--- src/rtl/conv_seq_pkg.sv ---
package conv_seq_pkg;

  typedef struct packed {
    logic ch;   // 0 = input pair 1, 1 = input pair 2
    logic rng;  // 0 = gain 16, 1 = gain 1
  } pinset_t;

  localparam int unsigned HI_GAIN_SHIFT = 4;

  function automatic int unsigned gain_shift(input logic rng);
    return rng ? 0 : HI_GAIN_SHIFT;
  endfunction

endpackage

--- src/rtl/seq_period_timer.sv ---
module seq_period_timer #(
  parameter int unsigned PERIOD_TICKS = 1656,
  parameter int unsigned WARN_LEAD    = 8
) (
  input  logic clk,
  input  logic rst_n,
  input  logic run,
  input  logic restart,
  output logic period_end,
  output logic warn_hit
);
  localparam int unsigned CNT_W = (PERIOD_TICKS > 1) ? $clog2(PERIOD_TICKS) : 1;
  localparam logic [CNT_W-1:0] LAST    = CNT_W'(PERIOD_TICKS - 1);
  localparam logic [CNT_W-1:0] WARN_AT = CNT_W'(PERIOD_TICKS - 1 - WARN_LEAD);

  logic [CNT_W-1:0] cnt;
  logic             live;

  assign live       = run && !restart;
  assign period_end = live && (cnt == LAST);
  assign warn_hit   = live && (cnt == WARN_AT);

  always_ff @(posedge clk or negedge rst_n) begin
    if (!rst_n)                 cnt <= '0;
    else if (!live)             cnt <= '0;
    else if (cnt == LAST)       cnt <= '0;
    else                        cnt <= cnt + 1'b1;
  end

  AST_CNT_IN_PERIOD: assert property (@(posedge clk) disable iff (!rst_n)
    cnt <= LAST);
  AST_WARN_APART_FROM_END: assert property (@(posedge clk) disable iff (!rst_n)
    $onehot0({warn_hit, period_end}));
  AST_IDLE_COUNT_ZERO: assert property (@(posedge clk) disable iff (!rst_n)
    !run |=> cnt == '0);

endmodule

--- src/rtl/seq_settle_tracker.sv ---
module seq_settle_tracker #(
  parameter int unsigned SETTLE_N = 2
) (
  input  logic clk,
  input  logic rst_n,
  input  logic clear,
  input  logic tick,
  output logic settled
);
  localparam int unsigned SET_W = $clog2(SETTLE_N + 1);
  localparam logic [SET_W-1:0] FULL = SET_W'(SETTLE_N);
  localparam logic [SET_W-1:0] NEED = SET_W'(SETTLE_N - 1);

  logic [SET_W-1:0] periods;

  // the tick that completes the SETTLE_N-th period is itself valid
  assign settled = (periods >= NEED);

  always_ff @(posedge clk or negedge rst_n) begin
    if (!rst_n)                     periods <= '0;
    else if (clear)                 periods <= '0;
    else if (tick && periods != FULL) periods <= periods + 1'b1;
  end

  AST_SETTLE_SATURATES: assert property (@(posedge clk) disable iff (!rst_n)
    periods <= FULL);
  AST_FRESH_NOT_SETTLED: assert property (@(posedge clk) disable iff (!rst_n)
    clear |=> (SETTLE_N < 2) || !settled);

endmodule

--- src/rtl/seq_result_stub.sv ---
module seq_result_stub
  import conv_seq_pkg::*;
#(
  parameter int unsigned DATA_W = 24,
  parameter int unsigned IDX_W  = 16,
  parameter longint      STEP   = 64'h10_0000
) (
  input  logic              clk,
  input  logic              rst_n,
  input  logic              clear,
  input  logic              take,
  input  pinset_t           sel,
  output logic [DATA_W-1:0] result_q
);
  localparam longint HALF   = 64'sd1 <<< (DATA_W - 1);
  localparam longint POS_FS = HALF - 1;
  localparam longint NEG_FS = -HALF;
  localparam logic [IDX_W-1:0] IDX_MAX = '1;

  logic [IDX_W-1:0] idx;
  logic [IDX_W-1:0] idx_next;

  function automatic logic [DATA_W-1:0] code_of(input logic [IDX_W-1:0] k, input pinset_t s);
    longint mag;
    longint v;
    mag = (longint'(k) * STEP) <<< gain_shift(s.rng);
    v   = s.ch ? -mag : mag;
    if (v > POS_FS) v = POS_FS;
    if (v < NEG_FS) v = NEG_FS;
    v = v + HALF;
    return v[DATA_W-1:0];
  endfunction

  assign idx_next = (idx == IDX_MAX) ? idx : idx + 1'b1;

  always_ff @(posedge clk or negedge rst_n) begin
    if (!rst_n) begin
      idx      <= '0;
      result_q <= '0;
    end else if (clear) begin
      idx      <= '0;
      result_q <= '0;
    end else if (take) begin
      idx      <= idx_next;
      result_q <= code_of(idx_next, sel);
    end
  end

  AST_RESULT_HELD: assert property (@(posedge clk) disable iff (!rst_n)
    !take && !clear |=> $stable(result_q));
  AST_CLEAR_ZERO: assert property (@(posedge clk) disable iff (!rst_n)
    clear |=> result_q == '0);

endmodule

--- src/rtl/conv_sequencer.sv ---
module conv_sequencer
  import conv_seq_pkg::*;
#(
  parameter int unsigned PERIOD_TICKS = 1656,
  parameter int unsigned WARN_LEAD    = 8,
  parameter int unsigned SETTLE_N     = 2,
  parameter int unsigned DATA_W       = 24,
  parameter int unsigned IDX_W        = 16,
  parameter longint      STEP         = 64'h10_0000
) (
  input  logic              clk,
  input  logic              rst_n,
  input  logic              cs_n,
  input  logic              ch_sel,
  input  logic              range_sel,
  output logic              conv_done,
  output logic              upd_warn,
  output logic              data_valid,
  output logic [DATA_W-1:0] result,
  output logic              lat_ch,
  output logic              lat_range
);
  logic    active;
  pinset_t lat_q;
  pinset_t pins_now;

  // named internal events
  logic wake_ev;
  logic run_ev;
  logic pin_chg_ev;
  logic restart_ev;
  logic period_end;
  logic warn_hit;
  logic settled;
  logic valid_ev;

  assign pins_now   = '{ch: ch_sel, rng: range_sel};
  assign wake_ev    = !active && !cs_n;
  assign run_ev     = active && !cs_n;
  assign pin_chg_ev = run_ev && (pins_now != lat_q);
  assign restart_ev = wake_ev || pin_chg_ev;
  assign valid_ev   = period_end && settled;

  always_ff @(posedge clk or negedge rst_n) begin
    if (!rst_n) begin
      active <= 1'b0;
      lat_q  <= '0;
    end else begin
      active <= !cs_n;
      if (restart_ev) lat_q <= pins_now;
    end
  end

  seq_period_timer #(
    .PERIOD_TICKS (PERIOD_TICKS),
    .WARN_LEAD    (WARN_LEAD)
  ) timer_i (
    .clk        (clk),
    .rst_n      (rst_n),
    .run        (run_ev),
    .restart    (pin_chg_ev),
    .period_end (period_end),
    .warn_hit   (warn_hit)
  );

  seq_settle_tracker #(
    .SETTLE_N (SETTLE_N)
  ) settle_i (
    .clk     (clk),
    .rst_n   (rst_n),
    .clear   (!run_ev || pin_chg_ev),
    .tick    (period_end),
    .settled (settled)
  );

  seq_result_stub #(
    .DATA_W (DATA_W),
    .IDX_W  (IDX_W),
    .STEP   (STEP)
  ) stub_i (
    .clk      (clk),
    .rst_n    (rst_n),
    .clear    (cs_n),
    .take     (valid_ev),
    .sel      (lat_q),
    .result_q (result)
  );

  always_ff @(posedge clk or negedge rst_n) begin
    if (!rst_n) begin
      conv_done  <= 1'b0;
      upd_warn   <= 1'b0;
      data_valid <= 1'b0;
    end else begin
      conv_done  <= period_end;
      upd_warn   <= warn_hit;
      data_valid <= valid_ev;
    end
  end

  assign lat_ch    = lat_q.ch;
  assign lat_range = lat_q.rng;

  AST_VALID_WITH_DONE: assert property (@(posedge clk) disable iff (!rst_n)
    data_valid |-> conv_done);
  AST_STANDBY_SILENT: assert property (@(posedge clk) disable iff (!rst_n)
    cs_n |=> !conv_done && !upd_warn && !data_valid && result == '0);
  AST_LATCH_HOLDS: assert property (@(posedge clk) disable iff (!rst_n)
    run_ev && !pin_chg_ev |=> $stable(lat_q));
  AST_CHANGE_BLOCKS_DONE: assert property (@(posedge clk) disable iff (!rst_n)
    pin_chg_ev |=> !conv_done && (lat_q == $past(pins_now)));

endmodule

--- config.mk ---
export PLATFORM = sky130hd
export DESIGN_NAME = conv_sequencer
export DESIGN_NICKNAME = d
export VERILOG_FILES = /design/src/rtl/conv_seq_pkg.sv /design/src/rtl/seq_period_timer.sv /design/src/rtl/seq_settle_tracker.sv /design/src/rtl/seq_result_stub.sv /design/src/rtl/conv_sequencer.sv
export SDC_FILE = /design/constraint.sdc
export NUM_CORES = 1
export LEC_CHECK = 0
export BUFFER_PORTS_ARGS = -buffer_cell sky130_fd_sc_hd__buf_2
export CORE_MARGIN = 4
export CORE_UTILIZATION = 55
export CTS_CLUSTER_DIAMETER = 100
export CTS_CLUSTER_SIZE = 8
export DETAILED_ROUTE_END_ITERATION = 16
export GPL_ROUTABILITY_DRIVEN = 1
export PLACE_DENSITY = 0.73
export RECOVER_POWER = 25
export REMOVE_ABC_BUFFERS = 1
export SYNTH_ARGS = -nofsm -noshare
export SYNTH_HDL_FRONTEND = slang
export SYNTH_SLANG_ARGS = --single-unit
--- constraint.sdc ---
create_clock -name clk -period 15.5 [get_ports clk]
set_input_delay 3.1 -clock clk [delete_from_list [all_inputs] [get_ports clk]]
set_output_delay 3.1 -clock clk [all_outputs]
set_load 0.05 [all_outputs]
==> flow_summary.toml, run 1 <==
[run_status]
status = "finished with violations"
violations = "max-capacitance violations, max-slew violations"

[floorplan]
row_count = 29
die-width_microns = 88.8
die_h_microns = 88.8
num_io_pins = 34
core_area_sq_um = 6350
die_area_sq_um = 7890
start_util_pct = 56.6

[cts]
cts_resized = 0
worstSkewPairLatency_ps = 310
h-tree-depth = 2
cts_sinks = 40
clockRootBuffer = "clkbuf_8"
numCtsBuffers = 5
ctsHoldBuffers = 0
clockBufferDepth = 2
cts_setup_buffers = 0
clk_pin_slew_ps = 90
cts_tree = "yes"

[global_route]
grt_use_total_pct = 24.4
grt-ovfl-total = 0
first_global_vias = 3105
grt_max_degree = 41
antenna_found_initial = 0
grt_pass1_wl_mm = 15.3

[critical_path]
required_ps = 15740
path_cells = "ha_1 > nand2_1 > nor4_1 > mux2i_1 > o211ai_1 > a2111o_1 > or4_4 > a211o_1 > mux2_2 > a21oi_2 > nand4_1 > ha_1 > nor2_1 > nand3_1 > nor3_1 > nand3_1 > or3_1 > o41ai_4 > a22o_1"
crit_type = "flip-flop to flip-flop"
critPathMaxFanout = 10
cp_slowest_cell = "dfrtp_1"
cp.arrival_ps = 6390
critPathLaunchType = "flip-flop"
max_stage_delay_ps = 570
worst_setup_path_end_kind = "flip-flop"

[flow_run]
maxCapViolCount = 1

[layout]
design_area_sq_um = 3710
layout.nets = 440
area_delta_synth_final_pct = 3.20
fin_cells = 507
num_antenna_cells = 0
final_cell_mix = "nor2_1, dfrtp_1, buf_2, o21ai_0, nand2_1"
n_fill_cell = 582
final_common_cell = "nor2_1"
drive_gt1_share_pct = 16.3

[drt]
drc = 0
postRouteAntennaNets = 0
drt_wl_total_mm = 9.38
wire_per_inst_microns = 18.5
drtIter0Drc = 262
viasPerCell = 6.67
drtPass1Iterations = 5
vias = 3384

[timing]
slew_viol_final = 41
period_share_pct = 39.6
tns_ps = 0
hold_viol_final = 0
setup_viol = 0
timing.fmax_ghz = 0.163
min_period_ps = 6140
tightest_slew_ps = 2120
hold_ws_ps = 494
fin_skew_ps = 6.22
maxSlewHeadroom_pct = -41.5
grt_setup_unrepaired = "false"

[place]
io_buffers = 33
postPlaceCellArea_sq_um = 3590
place_congestion = 0.990
dp_cells = 499
dp_hpwl_mm = 6.82

[power]
vdd_drop_max_mv = 0.0389
clockPowerShare_pct = 36.9
p_per_area_nw_per_um2 = 66.7
combPwrFrac_pct = 19.8
power_frac_seq_pct = 43.3
power.switching_mw = 0.0760
leakage_nw = 1.52
internal_power_mw = 0.171
swShare_pct = 30.7

[logic_synthesis]
synth_area_per_cell_sq_um = 8.26
synth.distinct_cells = 71
ys_ff_latch = 40
synthCells = 435
synth_area_sq_um = 3590
async_flop_share_pct = 100
synth_top_flop_cell = "dfrtp_1"
yosysSeqAreaShare_pct = 27.9
synth_edf_count = 0
yosys_warnings = 0

[min_path]
hold_path_class = "flip-flop to flip-flop"
-- synth_stat cells, types with 10 or more instances --
| master | count | area (sq um) |
|---|---|---|
| a21oi_1 | 15 | 75.1 |
| buf_4 | 21 | 158 |
| clkbuf_1 | 17 | 63.8 |
| dfrtp_1 | 40 | 1000 |
| nand2_1 | 24 | 90.1 |
| nand3_1 | 23 | 115 |
| nand4_1 | 15 | 93.8 |
| nor2_1 | 45 | 169 |
| nor3_1 | 12 | 60.1 |
| o21ai_0 | 26 | 130 |
| or3_1 | 10 | 62.6 |
| xnor2_1 | 17 | 149 |
| xor2_1 | 10 | 87.6 |
-- critical path, delay by kind of cell, from the launching register on --
kind | cells | cell delay [ps]
AO/OA/AOI/OAI | 6 | 1740
adder cells (fa/ha/maj) | 2 | 800
flip-flops | 1 | 570
multiplexers | 2 | 810
AND/OR/NAND/NOR | 9 | 2150
-- through the flow --
| stage | util [%] | worst slack (ps) | power, mW |
|---|---|---|---|
| 3_5_place_dp | 56.6 | 9550 | 0.157 |
| 5_1_grt | 58.4 | 9050 | 0.257 |
| 2_1_floorplan | - | 6140 | 0.144 |
| 3_3_place_gp | 56.6 | 9560 | 0.158 |
| 4_1_cts | 58.4 | 9480 | 0.249 |
| 6_report | 58.4 | 9360 | 0.247 |
-- registers in the layout (all words and copies together) (netlist names) --
name / cells
settle_i.periods: 2
upd_warn: 1
lat_ch: 1
active: 1
conv_done: 1
stub_i.idx: 16
timer_i.cnt: 11
lat_range: 1
data_valid: 1
stub_i.result_q: 5
-- cells by family after synthesis --
family          after synthesis  synth area share, %
simple gates                181                 27.9
compound gates              109                 22.7
buf+inv                      57                 8.46
flops                        40                 27.9
xor+xnor                     27                 6.58
mux                          15                 4.39
fa+ha+maj                     6                 2.09
-- area by class of cell --
class	instances	area, sq um	area share, %
clock buffers	5	68.8	1.86
multi-input cells	338	2290	61.7
flip-flops and latches	40	1000	27.0
inverters	10	37.5	1.01
well taps	77	96.3	2.60
repair buffers	34	170	4.59
clock inverters	3	46.3	1.25
-- path summary, 6_finish.rpt --
path	cells after the start	slack (ps)	startpoint	to
max reg2reg	19	9360	stub_i.idx[0]	stub_i.result_q[19]
min reg2reg	1	490	timer_i.cnt[0]	timer_i.cnt[0]
min in group asynchronous	1	3400	rst_n	timer_i.cnt[7]
max in group asynchronous	1	10890	rst_n	stub_i.idx[2]
min	1	490	timer_i.cnt[0]	timer_i.cnt[0]
max	19	9360	stub_i.idx[0]	stub_i.result_q[19]
-- power by group through the flow --
stage / clock network (mW) / logic (mW) / registers [mW]
after floorplan: 0 / 0.0321 / 0.112
after global placement: 0 / 0.0483 / 0.109
after detailed placement: 0 / 0.0483 / 0.109
after CTS: 0.0938 / 0.0485 / 0.107
after global routing: 0.0968 / 0.0533 / 0.107
final: 0.0913 / 0.0490 / 0.107
-- per-layer routing --
metal	part of all wire, %	global-route usage [%]	up-vias
met4	2.7	8.10	0
met2	45	38.9	202
li1	-	-	1590
met1	44	33.1	1565
met3	9.0	4.84	27
met5	0	0	-
Note: power is estimated with default switching activity, not from simulation.
==> run 2: changes to the inputs <==
- clock period: 15.5 -> 5.9 ns (I/O delays scaled with it)
==> flow_summary.toml, run 2 (synthesis gave the netlist of run 1 again) <==
[layout]
largest_reg_flops = 16
layout.nets = 451
design_area_sq_um = 3800
top_register = "stub_i.idx"
num_antenna_cells = 0
drive_gt1_share_pct = 18.8
final_cell_mix = "nor2_1, dfrtp_1, buf_2, o21ai_0, nand2_1"
final_common_cell = "nor2_1"
area_delta_synth_final_pct = 5.78
reg_top3 = "stub_i.idx x16, timer_i.cnt x11, stub_i.result_q x5"
fin_cells = 518

[drt]
vias = 3519
drtIter0Drc = 370
viasPerCell = 6.79
drt_wl_total_mm = 9.65
drtPass1Iterations = 5
drc = 0
wire_per_inst_microns = 18.6
postRouteAntennaNets = 0

[floorplan]
row_count = 29
die-width_microns = 88.8
core_area_sq_um = 6350
die_h_microns = 88.8
num_io_pins = 34
die_area_sq_um = 7890
start_util_pct = 56.6

[cts]
clockRootBuffer = "clkbuf_8"
worstSkewPairLatency_ps = 310
ctsHoldBuffers = 0
clk_pin_slew_ps = 90
numCtsBuffers = 5
clockBufferDepth = 2
cts_tree = "yes"
cts_sinks = 40
h-tree-depth = 2

[global_route]
grt-ovfl-total = 0
grt_max_degree = 41
grt_use_total_pct = 25.2
grt_pass1_wl_mm = 15.6
first_global_vias = 3128
antenna_found_initial = 0

[critical_path]
worst_setup_path_end_kind = "flip-flop"
cpMostUsedCell = "nand3_1"
critPathLaunchType = "flip-flop"
cp_slowest_cell = "dfrtp_1"
critPathMaxFanout = 13
max_stage_delay_ps = 600
required_ps = 6150
path_cells = "nand4_2 > nor4_1 > mux2i_1 > o211ai_1 > a2111o_1 > or4_4 > a211o_1 > mux2_2 > a21oi_2 > nand4_1 > ha_1 > nor2_1 > nand3_1 > nor3_1 > nand3_1 > or3_1 > o41ai_4 > a22o_1"
crit_type = "flip-flop to flip-flop"
cp.arrival_ps = 5790

[timing]
timing.fmax_ghz = 0.181
setup_viol = 0
min_period_ps = 5540
fin_skew_ps = 9.87
tightest_slew_ps = 2180
hold_viol_final = 0
period_share_pct = 93.9
slew_viol_final = 41
hold_ws_ps = 503
grt_setup_unrepaired = "false"
finalWorstSetupSlack_ps = 362
maxSlewHeadroom_pct = -45.4

[run_status]
violations = "max-capacitance violations, max-slew violations"
status = "finished with violations"

[flow_run]
maxCapViolCount = 1

[place]
postPlaceCellArea_sq_um = 3630
preCtsSetupSlack_ps = 337
dp_cells = 504
dp_hpwl_mm = 6.92
io_buffers = 33
place_congestion = 0.988

[power]
leakage_nw = 1.57
total_power_mw = 0.654
clockPowerShare_pct = 36.7
power.switching_mw = 0.202
combPwrFrac_pct = 20.7
internal_power_mw = 0.453
p_per_area_nw_per_um2 = 172
swShare_pct = 30.8
vdd_drop_max_mv = 0.122
power_frac_seq_pct = 42.7

[min_path]
hold_path_class = "flip-flop to flip-flop"
==> run 2: layer usage <==
layer  vias up  global-route usage [%]  share of wire (%)
met1      1681                    35.4                 44
met3        30                    4.47                8.9
li1       1607                       -                  -
met4         0                    9.07                2.6
met2       201                    38.7                 44
met5         -                       0                  0
==> run 2: critical path, delay by kind of cell (launching register included) <==
family,cells,cell delay (ps)
compound gates,6,1600
fa+ha+maj,1,350
flops,1,600
mux,2,570
simple gates,9,2350
==> run 2: final timing paths <==
kind                                 from             endpoint  slack, ps  cells past startpoint
setup reg to reg            stub_i.idx[3]  stub_i.result_q[21]        360                     18
setup / recovery            stub_i.idx[3]  stub_i.result_q[21]        360                     18
min in group asynchronous           rst_n  settle_i.periods[0]       1510                      1
max in group asynchronous           rst_n       timer_i.cnt[1]       3150                      1
hold reg to reg            timer_i.cnt[0]       timer_i.cnt[0]        500                      1
hold / removal             timer_i.cnt[0]       timer_i.cnt[0]        500                      1
==> run 2: power by group through the flow <==
stage          registers (mW)  logic [mW]  clock network, mW
2_1_floorplan           0.295      0.0843                  0
3_3_place_gp            0.285       0.132                  0
3_5_place_dp            0.284       0.132                  0
4_1_cts                 0.279       0.133              0.243
5_1_grt                 0.280       0.146              0.256
6_report                0.279       0.135              0.240
==> run 2: what timing repair did <==
action / 4_1_cts / 5_1_grt
buffers inserted: 0 / 6
gates resized for setup: 0 / 2
setup endpoints to repair: 0 / 5
==> run 2: final cells by class <==
cell class	count	area, sq um
clock buffer	5	68.8
inverter	10	37.5
multi-input combinational	338	2300
timing repair buffer	45	253
sequential	40	1000
clock inverter	3	47.5
tap	77	96.3
fill	554	2550
==> run 2: metrics by stage <==
step	setup TNS [ps]	util, %
floorplan	-31910	-
global placement	0	57.2
detailed placement	0	57.2
CTS	0	59.0
global route	0	59.8
finish	0	59.8
==> run 3: changes to the inputs <==
- CORE_MARGIN: 4 -> 1
==> flow_summary.toml, run 3 (synthesis gave the netlist of run 1 again) <==
[min_path]
hold_path_class = "flip-flop to flip-flop"
hp-start = "timer_i.cnt[0]"

[floorplan]
core_area_sq_um = 6310
row_count = 29
die-width_microns = 82.8
die_area_sq_um = 6860
die_h_microns = 82.8
num_io_pins = 34
start_util_pct = 56.9

[timing]
tightest_slew_ps = 2150
fin_skew_ps = 7.95
min_period_ps = 5470
timing.fmax_ghz = 0.183
period_share_pct = 92.7
finalWorstSetupSlack_ps = 429
hold_viol_final = 0
maxSlewHeadroom_pct = -43.4
setup_viol = 0
grt_setup_unrepaired = "false"
slew_viol_final = 41
hold_ws_ps = 495

[layout]
final_cell_mix = "nor2_1, dfrtp_1, buf_2, o21ai_0, nand2_1"
n_fill_cell = 567
layout.nets = 448
area_delta_synth_final_pct = 6.06
top_register = "stub_i.idx"
fin_cells = 515
num_antenna_cells = 0
final_common_cell = "nor2_1"
drive_gt1_share_pct = 18.9
reg_top3 = "stub_i.idx x16, timer_i.cnt x11, stub_i.result_q x5"
largest_reg_flops = 16

[power]
vdd_drop_max_mv = 0.150
p_per_area_nw_per_um2 = 171
leakage_nw = 1.56
total_power_mw = 0.652

[drt]
drt_wl_total_mm = 9.36
postRouteAntennaNets = 0
drc = 0
wire_per_inst_microns = 18.2
drtPass1Iterations = 5
vias = 3402
drtIter0Drc = 325
viasPerCell = 6.61

[global_route]
grt_pass1_wl_mm = 15.2
grt_use_total_pct = 27.1
antenna_found_initial = 0
first_global_vias = 3089
grt-ovfl-total = 0
grt_max_degree = 41

[critical_path]
cp.arrival_ps = 5720
critPathMaxFanout = 10
reg2reg_from = "stub_i.idx[1]"
path_cells = "ha_2 > nand4_1 > nor4_4 > mux2i_1 > nand2b_1 > ha_1 > o21ai_2 > nand3b_4 > or4_4 > a211o_1 > mux2_2 > a21oi_2 > nand4_1 > ha_1 > nor2_1 > nand3_1 > nor3_1 > nand3_1 > or3_1 > o41ai_4 > a22o_1"
required_ps = 6150
cp_num_buf_inv = 0
crit_start = "stub_i.idx[1]"
cp_slowest_cell = "dfrtp_1"
cp_top_family = "simple AND/OR/NAND/NOR gates"
critPathLaunchType = "flip-flop"
max_stage_delay_ps = 470
worst_setup_path_end_kind = "flip-flop"
crit_type = "flip-flop to flip-flop"

[cts]
ctsHoldBuffers = 0
worstSkewPairLatency_ps = 310
cts_sinks = 40
cts_tree = "yes"
numCtsBuffers = 5
h-tree-depth = 2
clk_pin_slew_ps = 90
clockRootBuffer = "clkbuf_8"
clockBufferDepth = 2

[place]
dp_hpwl_mm = 6.73
dp_cells = 504
place_congestion = 0.928
io_buffers = 33
preCtsSetupSlack_ps = 224

[flow_run]
maxCapViolCount = 1

[run_status]
status = "finished with violations"
violations = "max-capacitance violations, max-slew violations"
-- run 3: final timing paths --
path	endpoint	cells past startpoint	slack [ps]
max in group asynchronous	stub_i.idx[0]	1	3030
worst min register to register	timer_i.cnt[0]	1	500
worst min-delay path	timer_i.cnt[0]	1	500
worst max-delay path	stub_i.result_q[19]	21	430
worst max register to register	stub_i.result_q[19]	21	430
min in group asynchronous	settle_i.periods[0]	1	1490
-- run 3: layout make-up --
cell class | instances | area [sq um] | area share (%)
clock buffer | 5 | 68.8 | 1.81
inverter | 10 | 37.5 | 0.985
timing repair buffer | 42 | 230 | 6.04
multi-input combinational | 338 | 2330 | 61.1
clock inverter | 3 | 46.3 | 1.22
tap | 77 | 96.3 | 2.53
sequential | 40 | 1000 | 26.3
-- run 3: metrics by stage --
step	util (%)	cell area [sq um]	setup TNS, ps
global route	60.3	3810	0
floorplan	-	3330	-31910
CTS	59.4	3750	0
detailed placement	57.5	3630	0
global placement	57.5	3630	0
finish	60.3	3810	0
-- run 3: power by group --
group | internal (mW) | leakage, nW | switching [mW]
registers | 0.276 | 0.550 | 0.00571
logic | 0.0476 | 0.954 | 0.0826
clock network | 0.128 | 0.0548 | 0.113
total | 0.451 | 1.56 | 0.201
-- run 3: what timing repair did --
action                                  in CTS  in global routing
buffers inserted                             0                  3
endpoints found under the setup margin       0                  5
resized for setup                            0                  7
-- run 3: routing by layer --
metal	track usage [%]	share of wire (%)	vias up
li1	-	-	1602
met1	37.9	45	1611
met2	43.6	46	164
met3	3.98	7.5	25
met4	7.84	1.9	0
met5	0	0	-
